File: config.mk
export PLATFORM = sky130hd
export DESIGN_NAME = rx_offset_cal
export DESIGN_NICKNAME = d
export VERILOG_FILES = /design/src/rtl/rxoc_pkg.sv /design/src/rtl/rxoc_path.sv /design/src/rtl/rxoc_table.sv /design/src/rtl/rx_offset_cal.sv
export SDC_FILE = /design/constraint.sdc
export NUM_CORES = 2
export LEC_CHECK = 0
export BUFFER_PORTS_ARGS = -buffer_cell sky130_fd_sc_hd__buf_2
export CAP_MARGIN = 30
export CORE_AREA = 2 2 632 634
export CTS_BUF_LIST = sky130_fd_sc_hd__clkbuf_4
export CTS_CLUSTER_DIAMETER = 50
export DETAILED_ROUTE_END_ITERATION = 6
export DIE_AREA = 0 0 634 636
export HOLD_SLACK_MARGIN = 0.03
export SYNTH_ARGS = -nofsm -noshare
export SYNTH_HDL_FRONTEND = slang
export SYNTH_SLANG_ARGS = --single-unit
File: constraint.sdc
create_clock -name clk -period 2.05 [get_ports clk]
set_input_delay 0.3075 -clock clk [delete_from_list [all_inputs] [get_ports clk]]
set_output_delay 0.3075 -clock clk [all_outputs]
set_load 0.02 [all_outputs]
File: src/rtl/rxoc_pkg.sv
package rxoc_pkg;
    typedef enum logic [2:0] {
        ST_IDLE,
        ST_LOAD,
        ST_TRIAL,
        ST_ACC,
        ST_DECIDE,
        ST_STORE
    } cal_state_t;

    localparam int NUM_PATHS = 2;
endpackage

File: src/rtl/rxoc_path.sv
module rxoc_path #(
    parameter int SAMP_W   = 10,
    parameter int AVG_LOG2 = 6,
    parameter int CODE_W   = 8
) (
    input  logic                     clk,
    input  logic                     rst_n,
    input  logic                     init,
    input  logic                     set_bit,
    input  logic                     decide,
    input  logic                     acc_en,
    input  logic [CODE_W-1:0]        mask,
    input  logic signed [SAMP_W-1:0] samp,
    output logic [CODE_W-1:0]        code
);
    localparam int ACC_W = SAMP_W + AVG_LOG2;

    logic signed [ACC_W-1:0] acc;
    logic signed [ACC_W-1:0] mean;
    logic                    mean_pos;

    assign mean     = acc >>> AVG_LOG2;
    assign mean_pos = (mean > 0);

    always_ff @(posedge clk or negedge rst_n) begin
        if (!rst_n) begin
            acc <= '0;
        end else if (init || set_bit) begin
            acc <= '0;
        end else if (acc_en) begin
            acc <= acc + {{AVG_LOG2{samp[SAMP_W-1]}}, samp};
        end
    end

    always_ff @(posedge clk or negedge rst_n) begin
        if (!rst_n) begin
            code <= '0;
        end else if (init) begin
            code <= '0;
        end else if (set_bit) begin
            code <= code | mask;
        end else if (decide && !mean_pos) begin
            code <= code & ~mask;
        end
    end

    // a decided bit that was kept leaves the code unchanged
    p_keep_bit_r4: assert property (@(posedge clk) disable iff (!rst_n)
        (decide && mean_pos && !init && !set_bit) |=> (code == $past(code)));
endmodule

File: src/rtl/rxoc_table.sv
module rxoc_table #(
    parameter int CODE_W = 8,
    parameter int GAIN_W = 3,
    parameter int CHAN_W = 4
) (
    input  logic              clk,
    input  logic              rst_n,
    input  logic              we,
    input  logic [GAIN_W-1:0] wgain,
    input  logic [CHAN_W-1:0] wchan,
    input  logic [CODE_W-1:0] wcode_i,
    input  logic [CODE_W-1:0] wcode_q,
    input  logic [GAIN_W-1:0] rgain,
    input  logic [CHAN_W-1:0] rchan,
    output logic [CODE_W-1:0] rcode_i,
    output logic [CODE_W-1:0] rcode_q
);
    localparam int NENT = 1 << (GAIN_W + CHAN_W);
    localparam logic [CODE_W-1:0] MID = CODE_W'(1 << (CODE_W - 1));

    logic [2*CODE_W-1:0] mem [NENT];

    always_ff @(posedge clk or negedge rst_n) begin
        if (!rst_n) begin
            for (int k = 0; k < NENT; k++) mem[k] <= {MID, MID};
        end else if (we) begin
            mem[{wgain, wchan}] <= {wcode_i, wcode_q};
        end
    end

    assign {rcode_i, rcode_q} = mem[{rgain, rchan}];
endmodule

File: src/rtl/rx_offset_cal.sv
module rx_offset_cal #(
    parameter int CODE_W   = 8,
    parameter int SAMP_W   = 10,
    parameter int AVG_LOG2 = 6,
    parameter int NGAIN    = 8,
    parameter int NCHAN    = 16,
    parameter int HI_CNT   = 2,
    parameter int GAIN_W   = $clog2(NGAIN),
    parameter int CHAN_W   = $clog2(NCHAN)
) (
    input  logic              clk,
    input  logic              rst_n,
    input  logic              start,
    input  logic              refresh,
    input  logic              abort,
    input  logic [GAIN_W-1:0] gain_sel,
    input  logic [CHAN_W-1:0] chan_sel,
    input  logic              samp_valid,
    input  logic [SAMP_W-1:0] samp_i,
    input  logic [SAMP_W-1:0] samp_q,
    output logic [CODE_W-1:0] dac_i,
    output logic [CODE_W-1:0] dac_q,
    output logic [GAIN_W-1:0] rx_gain,
    output logic              busy,
    output logic              done
);
    import rxoc_pkg::*;

    localparam logic [GAIN_W-1:0]   GLAST    = GAIN_W'(NGAIN - 1);
    localparam logic [GAIN_W-1:0]   HI_FIRST = GAIN_W'(NGAIN - HI_CNT);
    localparam logic [AVG_LOG2-1:0] SLAST    = '1;
    localparam logic [CODE_W-1:0]   MSB_MASK = CODE_W'(1 << (CODE_W - 1));

    cal_state_t state, nxt;

    logic [GAIN_W-1:0]   cur_gain;
    logic [CHAN_W-1:0]   cal_chan;
    logic                refresh_r;
    logic [CODE_W-1:0]   mask;
    logic [AVG_LOG2-1:0] scnt;
    logic [CODE_W-1:0]   live_i, live_q;
    logic [CODE_W-1:0]   rd_i, rd_q;

    logic path_init, set_bit, decide, acc_en, tab_we, win_full;

    logic [SAMP_W-1:0] samp_arr [NUM_PATHS];
    logic [CODE_W-1:0] code_arr [NUM_PATHS];

    assign samp_arr[0] = samp_i;
    assign samp_arr[1] = samp_q;

    assign busy      = (state != ST_IDLE);
    assign path_init = (state == ST_LOAD);
    assign set_bit   = (state == ST_TRIAL);
    assign decide    = (state == ST_DECIDE);
    assign acc_en    = (state == ST_ACC) && samp_valid;
    assign win_full  = acc_en && (scnt == SLAST);
    assign tab_we    = (state == ST_STORE) && !abort;

    // state register
    always_ff @(posedge clk or negedge rst_n) begin
        if (!rst_n) state <= ST_IDLE;
        else        state <= nxt;
    end

    // transitions
    always_comb begin
        nxt = state;
        if (busy && abort) begin
            nxt = ST_IDLE;
        end else begin
            unique case (state)
                ST_IDLE:   if (start) nxt = ST_LOAD;
                ST_LOAD:   nxt = ST_TRIAL;
                ST_TRIAL:  nxt = ST_ACC;
                ST_ACC:    if (win_full) nxt = ST_DECIDE;
                ST_DECIDE: nxt = mask[0] ? ST_STORE : ST_TRIAL;
                ST_STORE:  nxt = (cur_gain == GLAST) ? ST_IDLE : ST_LOAD;
                default:   nxt = ST_IDLE;
            endcase
        end
    end

    // sequencing registers and outputs
    always_ff @(posedge clk or negedge rst_n) begin
        if (!rst_n) begin
            cur_gain  <= '0;
            cal_chan  <= '0;
            refresh_r <= 1'b0;
            mask      <= '0;
            scnt      <= '0;
            done      <= 1'b0;
            live_i    <= MSB_MASK;
            live_q    <= MSB_MASK;
        end else begin
            live_i <= rd_i;
            live_q <= rd_q;
            done   <= 1'b0;
            unique case (state)
                ST_IDLE: if (start) begin
                    cur_gain  <= refresh ? HI_FIRST : '0;
                    cal_chan  <= chan_sel;
                    refresh_r <= refresh;
                end
                ST_LOAD:   mask <= MSB_MASK;
                ST_TRIAL:  scnt <= '0;
                ST_ACC:    if (acc_en) scnt <= scnt + 1'b1;
                ST_DECIDE: mask <= mask >> 1;
                ST_STORE: if (!abort) begin
                    if (cur_gain == GLAST) done <= 1'b1;
                    else                   cur_gain <= cur_gain + 1'b1;
                end
                default: ;
            endcase
        end
    end

    for (genvar p = 0; p < NUM_PATHS; p++) begin : g_path
        rxoc_path #(
            .SAMP_W  (SAMP_W),
            .AVG_LOG2(AVG_LOG2),
            .CODE_W  (CODE_W)
        ) u_path (
            .clk    (clk),
            .rst_n  (rst_n),
            .init   (path_init),
            .set_bit(set_bit),
            .decide (decide),
            .acc_en (acc_en),
            .mask   (mask),
            .samp   (samp_arr[p]),
            .code   (code_arr[p])
        );
    end

    rxoc_table #(
        .CODE_W(CODE_W),
        .GAIN_W(GAIN_W),
        .CHAN_W(CHAN_W)
    ) u_table (
        .clk    (clk),
        .rst_n  (rst_n),
        .we     (tab_we),
        .wgain  (cur_gain),
        .wchan  (cal_chan),
        .wcode_i(code_arr[0]),
        .wcode_q(code_arr[1]),
        .rgain  (gain_sel),
        .rchan  (chan_sel),
        .rcode_i(rd_i),
        .rcode_q(rd_q)
    );

    assign dac_i   = busy ? code_arr[0] : live_i;
    assign dac_q   = busy ? code_arr[1] : live_q;
    assign rx_gain = busy ? cur_gain : gain_sel;

    p_done_after_busy_r8: assert property (@(posedge clk) disable iff (!rst_n)
        done |-> $past(busy));

    p_abort_halts_r7: assert property (@(posedge clk) disable iff (!rst_n)
        (busy && abort) |=> (!busy && !done));

    p_refresh_high_gain_r6: assert property (@(posedge clk) disable iff (!rst_n)
        (busy && refresh_r) |-> (rx_gain >= HI_FIRST));

    p_mask_onehot_r4: assert property (@(posedge clk) disable iff (!rst_n)
        $onehot0(mask));

    p_run_holds_r8: assert property (@(posedge clk) disable iff (!rst_n)
        (busy && !abort && state != ST_STORE) |=> busy);
endmodule

## Word-level counts from Yosys, hierarchy flattened

Index checks and enable logic that the tools add are counted.

| operators by class | value |
|---|---|
| add/subtract/negate cells | 4 |
| $lt $le $gt $ge | 5 |
| equal/unequal tests | 13 |
| muxes and demuxes | 36 |
| bitwise gates (word level) | 7 |
| reduce and logical (&&, ||, !) cells | 23 |

Operators by type and width:

| operator | count |
|---|---|
| bitwise mux 2048 bit | 1 |
| binary-select mux 16 bit (select 7 bit) | 1 |
| demux 16 bit (select 7 bit) | 1 |
| two-way mux 16 bit | 7 |
| two-way mux 8 bit | 8 |
| adder 16 bit | 2 |
| two-way mux 3 bit | 9 |
| greater-than comparator 10 x 1 -> 1 bit (second input constant) | 2 |
| one-hot mux 3 bit (6 select lines) | 1 |
| bitwise AND 8 bit | 2 |
| greater-or-equal comparator 8 bit (second input constant) | 2 |
| inverter 7 -> 8 bit | 2 |
| bitwise OR 8 bit | 2 |
| one-hot mux 8 bit (2 select lines) | 1 |
| one-hot mux 6 bit (2 select lines) | 1 |
| == test 3 bit (second input constant) | 3 |
| nonzero test 3 bit | 3 |
| less-than comparator 8 x 1 -> 1 bit (second input constant) | 1 |
| != test 2 bit (second input constant) | 4 |
| inverter 8 bit | 1 |
| nonzero test 2 bit | 4 |
| logical AND 1 bit | 7 |
| adder 6 x 1 -> 6 bit (second input constant) | 1 |
| == test 3 x 2 -> 1 bit (second input constant) | 2 |
| other kinds (13) | 20 |

| storage, ports and cells | value |
|---|---|
| register bits after elaboration | 2,137 |
| output and inout port bits | 21 |

## Logic depth before layout (Yosys ltp)

| depth | value |
|---|---|
| word-level depth | 6 |
| gate-level depth with buffers | 11 |

## Hierarchy

From an unflattened synthesis, not the netlist that was laid out.

| unflattened totals | value |
|---|---|
| cells, all modules | 6,087 |
| area total of the unflattened synthesis | 98,308.0 um^2 |

Modules (own cells, without submodules):

| module | instances | cells each | area an instance (um^2) |
|---|---|---|---|
| rxoc_table | 1 | 5,489 | 92,770.2 |
| rxoc_path at g_path[0].u_path | 1 | 229 | 1,859.3 |
| rx_offset_cal | 1 | 145 | 1,841.8 |
| rxoc_path at g_path[1].u_path | 1 | 224 | 1,836.8 |

## Least setup slack after synthesis

OpenSTA, ideal clock, no wires.

| timing path | value |
|---|---|
| kind | input port to flip-flop |
| from | input port chan_sel[0] |
| to | register live_i[0] |
| setup time | 0.138 ns |
| arrival | 2.228 ns |
| required time | 1.912 ns |
| slack | -0.315 ns |
| cell stages on the path | 9 |
| path buffers | 4 |
| cells stage by stage | buf_2 buf_2 buf_2 buf_2 mux4_2 a22oi_1 nand2_1 nor4_1 nand4_1 |

| between the ends | value |
|---|---|
| cells in the longest elaborated chain, start to end | 4 |

Ends and longest elaborated chain:

| what | RTL line | RTL |
|---|---|---|
| start: declaration | rx_offset_cal.sv:17 | `input logic [CHAN_W-1:0] chan_sel,` |
| inverter 7 -> 8 bit (not written as such) | rxoc_table.sv:31 | `assign {rcode_i, rcode_q} = mem[{rgain, rchan}];` |
| binary-select mux 16 bit (select 7 bit) | rxoc_table.sv:31 |  |
| two-way mux 16 bit (not written as such) (2 in series) | rxoc_table.sv:31 |  |
| named net rd_i[0] | rx_offset_cal.sv:42 | `logic [CODE_W-1:0] rd_i, rd_q;` |
| end signal: assignment | rx_offset_cal.sv:96 | `live_i <= rd_i;` |
| end: declaration | rx_offset_cal.sv:41 | `logic [CODE_W-1:0] live_i, live_q;` |

The timed path passes the listed nets, and every way through them passes these cells. The select of a mux whose other input is x is not followed.
A chain may end at the register's enable or synchronous reset.

## Worst setup path after layout

| timing path | value |
|---|---|
| from | register state[0] |
| to | output port dac_i[2] |

| between the ends | value |
|---|---|
| cells in the longest elaborated chain, start to end | 2 |

Ends and longest elaborated chain:

| what | RTL line | RTL |
|---|---|---|
| start: declaration | rx_offset_cal.sv:34 | `cal_state_t state, nxt;` |
| start signal: assignment | rx_offset_cal.sv:63 | `else state <= nxt;` |
| nonzero test 3 bit | rx_offset_cal.sv:52 | `assign busy = (state != ST_IDLE);` |
| two-way mux 8 bit | rx_offset_cal.sv:154 | `assign dac_i = busy ? code_arr[0] : live_i;` |
| end: declaration | rx_offset_cal.sv:21 | `output logic [CODE_W-1:0] dac_i,` |

No other way between the ends.

==> run_results.csv <==
group,metric,value,unit
clock_network,clockBufferDepth,4,
clock_network,clock-sinks,2137,
layout,layout_common_cells,"dfrtp_1 (1863), mux2_2 (1326), clkbuf_4 (951)",
floorplan,initial_core_util,24.90,%
layout,synthToLayoutAreaGrowth,28.06,%
global_routing,grt_pass1_wl,454.4,mm
drt,via_per_inst,4.785,
clock_network,cts.htree.levels,6,
sta,period_share,163.8,%
floorplan,die_w,634,um
layout,layout_commonest_cell,"dfrtp_1",
job,cap_violations,0,
sta,finClkSkew,0.1485,ns
global_routing,track_usage,14.78,%
sta,hold_viol_final,0,
floorplan,dieArea,403200,um2
floorplan,die_y,636,um
clock_network,cts_tree,"done",
sta,slew_headroom,26.55,%
place,dp_slack,-1.331,ns
layout,fillers,38870,
worst_setup_path,crit_type,"reg2out",
pwr,p_leak,58.82,nW
drt,drt-total-wl,308.5,mm
drt,ant_nets,0,
sta,drv_slew,0,
place,port_buffers,53,
yosys,syn_inst,6571,
sta,clock.fmax,297.8,MHz
global_routing,grt_overflow,0,
worst_setup_path,path_buf_inv,4,
clock_network,insertion_delay,1.46,ns
outcome,status,"finished with violations",
clock_network,path_clk_slew,0.06,ns
sta,worst_slew_pin_slew,1.098,ns
clock_network,cts_buffers,594,
pwr,total_power,0.09111,W
worst_setup_path,critPathMaxFanout,5,
floorplan,core_area,397100,um2
yosys,syn_nets,6639,
hold_path,hp-class,"in2reg",
yosys,ys_async_sr_fraction,100.0,%
worst_setup_path,cp_common_cell,"buf_6",
drt,drtIter0Drc,4448,
global_routing,grt_max_degree,107,
worst_setup_path,endpoint_kind,"output port",
place,post_dp_cell_area,112800,um2
pwr,power_density,719.6,nW/um2
worst_setup_path,critPathTopFamily,"buffers and inverters",
drt,vias,63590,
drt,drtPass1Iterations,5,
layout,fin_area,126600,um2
yosys,syn_area,98870,um2
worst_setup_path,slowest_delay,0.40,ns
global_routing,antenna_found_initial,15,
worst_setup_path,crit_arrival,3.05,ns
layout,fin_nets,7634,
yosys,syn_avg_cell_area,15.05,um2
sta,setup_viol,2098,
drt,drc_errors,0,
pwr,ir_drop,0.8068,mV
worst_setup_path,critPathSlowestCell,"dfrtp_1",
outcome,violations,"setup timing",
yosys,synth_edf_count,0,
floorplan,ios,54,
sta,fin_crit,3.358,ns
drt,wl_per_cell,23.22,um
layout,drive_above_1_share,59.10,%
clock_network,cts_root_buffer,"clkbuf_4",
worst_setup_path,worstPathCellList,"buf_6 -> nor3_4 -> buf_6 -> clkbuf_16 -> mux2_4 -> buf_6",
layout,seq_area,53860,um2
worst_setup_path,cp-start-kind,"flip-flop",
yosys,yosys_warnings,0,
place,place.gp.congestion,0.8299,
sta,rsz0062_at_grt,"true",
sta,worst_slack,-1.308,ns
worst_setup_path,critical_path_required,1.74,ns
yosys,synth_cell_types,65,
place,place_hpwl,191.5,mm
yosys,synth-seq-cells,2137,
layout,multi_input_area,45910,um2
yosys,synth_seq_area_share,54.41,%
floorplan,rows,232,
global_routing,first_global_vias,68680,
yosys,synth_ff_type,"dfrtp_1",
-- layer usage --
layer	GRT usage (%)	vias to the layer above	routed length, um
li1	-	26760	-
met1	19.49	34460	134200
met2	24.22	1814	147700
met3	2.378	546	14740
met4	5.790	2	11880
met5	0	-	9
-- area by class of cell --
cell class	count	share of cell area, %
Sequential cell	2137	42.54
Multi-Input combinational cell	3798	36.25
Timing Repair Buffer	993	9.768
Clock buffer	951	5.638
Tap cell	5265	5.203
Clock inverter	89	0.4496
Inverter	42	0.1245
Antenna cell	13	0.02569
-- kinds of logic (layout without fill, tap and decap cells) --
| logic type | Yosys count | in the layout | synth area share, % |
|---|---|---|---|
| compound gates | 458 | 458 | 3.266 |
| xor+xnor | 28 | 28 | 0.2480 |
| fa+ha+maj | 35 | 35 | 0.4581 |
| buf+inv | 637 | 2075 | 2.905 |
| flops | 2137 | 2137 | 54.41 |
| mux | 2735 | 2735 | 35.73 |
| other cells | 0 | 13 | 0 |
| simple gates | 541 | 542 | 2.985 |
-- timing repair --
action                      CTS  global route
setup buffers                27            32
hold buffers                 63             1
pin swaps                    79            58
cloned                       34            29
hold endpoints to repair   3114             1
setup endpoints to repair  2040          2126
gates resized for setup     421           318
-- registers in the layout, summed over array words and instances, names as in the netlist --
register,flops
g_path.u_path.acc,32
scnt,6
live_i,8
state,3
live_q,8
mask,8
cur_gain,3
done,1
u_table.mem,2048
cal_chan,4
g_path.u_path.code,16
-- report_power, final --
part	internal, W	switching, W
clock	0.0219	0.0181
sequential	0.0424	0.000425
combinational	0.00296	0.00533
total	0.0672	0.0239
-- tightest hold or removal path: cells and delay by family --
| kind | cells | cell delay (ns) |
|---|---|---|
| buf+inv | 4 | 0.64 |
| mux | 1 | 0.22 |
| simple gates | 3 | 0.33 |
-- per-stage QoR --
stage / hold slack [ns] / cells / util [%] / setup TNS [ns]
floorplan: 0.01191 / 6571 / - / -55.85
global placement: 0.4633 / 12060 / 28.40 / -386.55
detailed placement: 0.4722 / 12060 / 28.41 / -447.88
CTS: 0.03288 / 13220 / 31.29 / -423.79
global route: 0.08926 / 13290 / 31.88 / -580.56
finish: 0.1289 / 13290 / 31.89 / -472.95
-- worst paths after layout --
path,from,end,slack [ns],cells past startpoint
setup / recovery,state[0]$_DFFE_PN0P_,dac_i[2],-1.31,6
hold reg to reg,u_table.mem[1659]$_DFFE_PN0P_,u_table.mem[1659]$_DFFE_PN0P_,0.48,1
max in group asynchronous,rst_n,u_table.mem[855]$_DFFE_PN1P_,0.94,6
min in group asynchronous,rst_n,u_table.mem[1693]$_DFFE_PN0P_,0.40,5
setup reg to reg,state[1]$_DFFE_PN0P_,u_table.mem[1237]$_DFFE_PN0P_,-0.43,11
hold / removal,chan_sel[2],live_q[0]$_DFF_PN0_,0.13,8
-- synthesized netlist by cell type (16+ instances only) --
master	count	area, um2
nand2_1	123	461.7
o22ai_1	19	118.9
ha_1	33	412.9
o21ai_0	79	395.4
mux2i_1	235	2352
nor3_1	17	85.08
inv_1	42	157.7
buf_1	16	60.06
nand4_1	27	168.9
a31oi_1	17	106.4
a22oi_1	176	1321
a221oi_1	18	157.7
a21oi_1	32	160.2
xor2_1	17	148.9
mux2_1	371	4178
dfstp_2	258	6779
mux4_2	428	9639
nand2_2	38	237.7
nor2b_1	60	375.4
dfrtp_1	1879	47020
nor2_2	25	156.4
buf_2	145	725.7
nor2_1	90	337.8
nand3_1	67	335.3
nor2_4	29	326.6
clkbuf_1	362	1359
mux2_2	1701	19150
nor4_1	20	125.1
a211oi_1	21	157.7
buf_4	65	488.0
a22o_1	31	271.5
(Power assumes the default switching activity.)
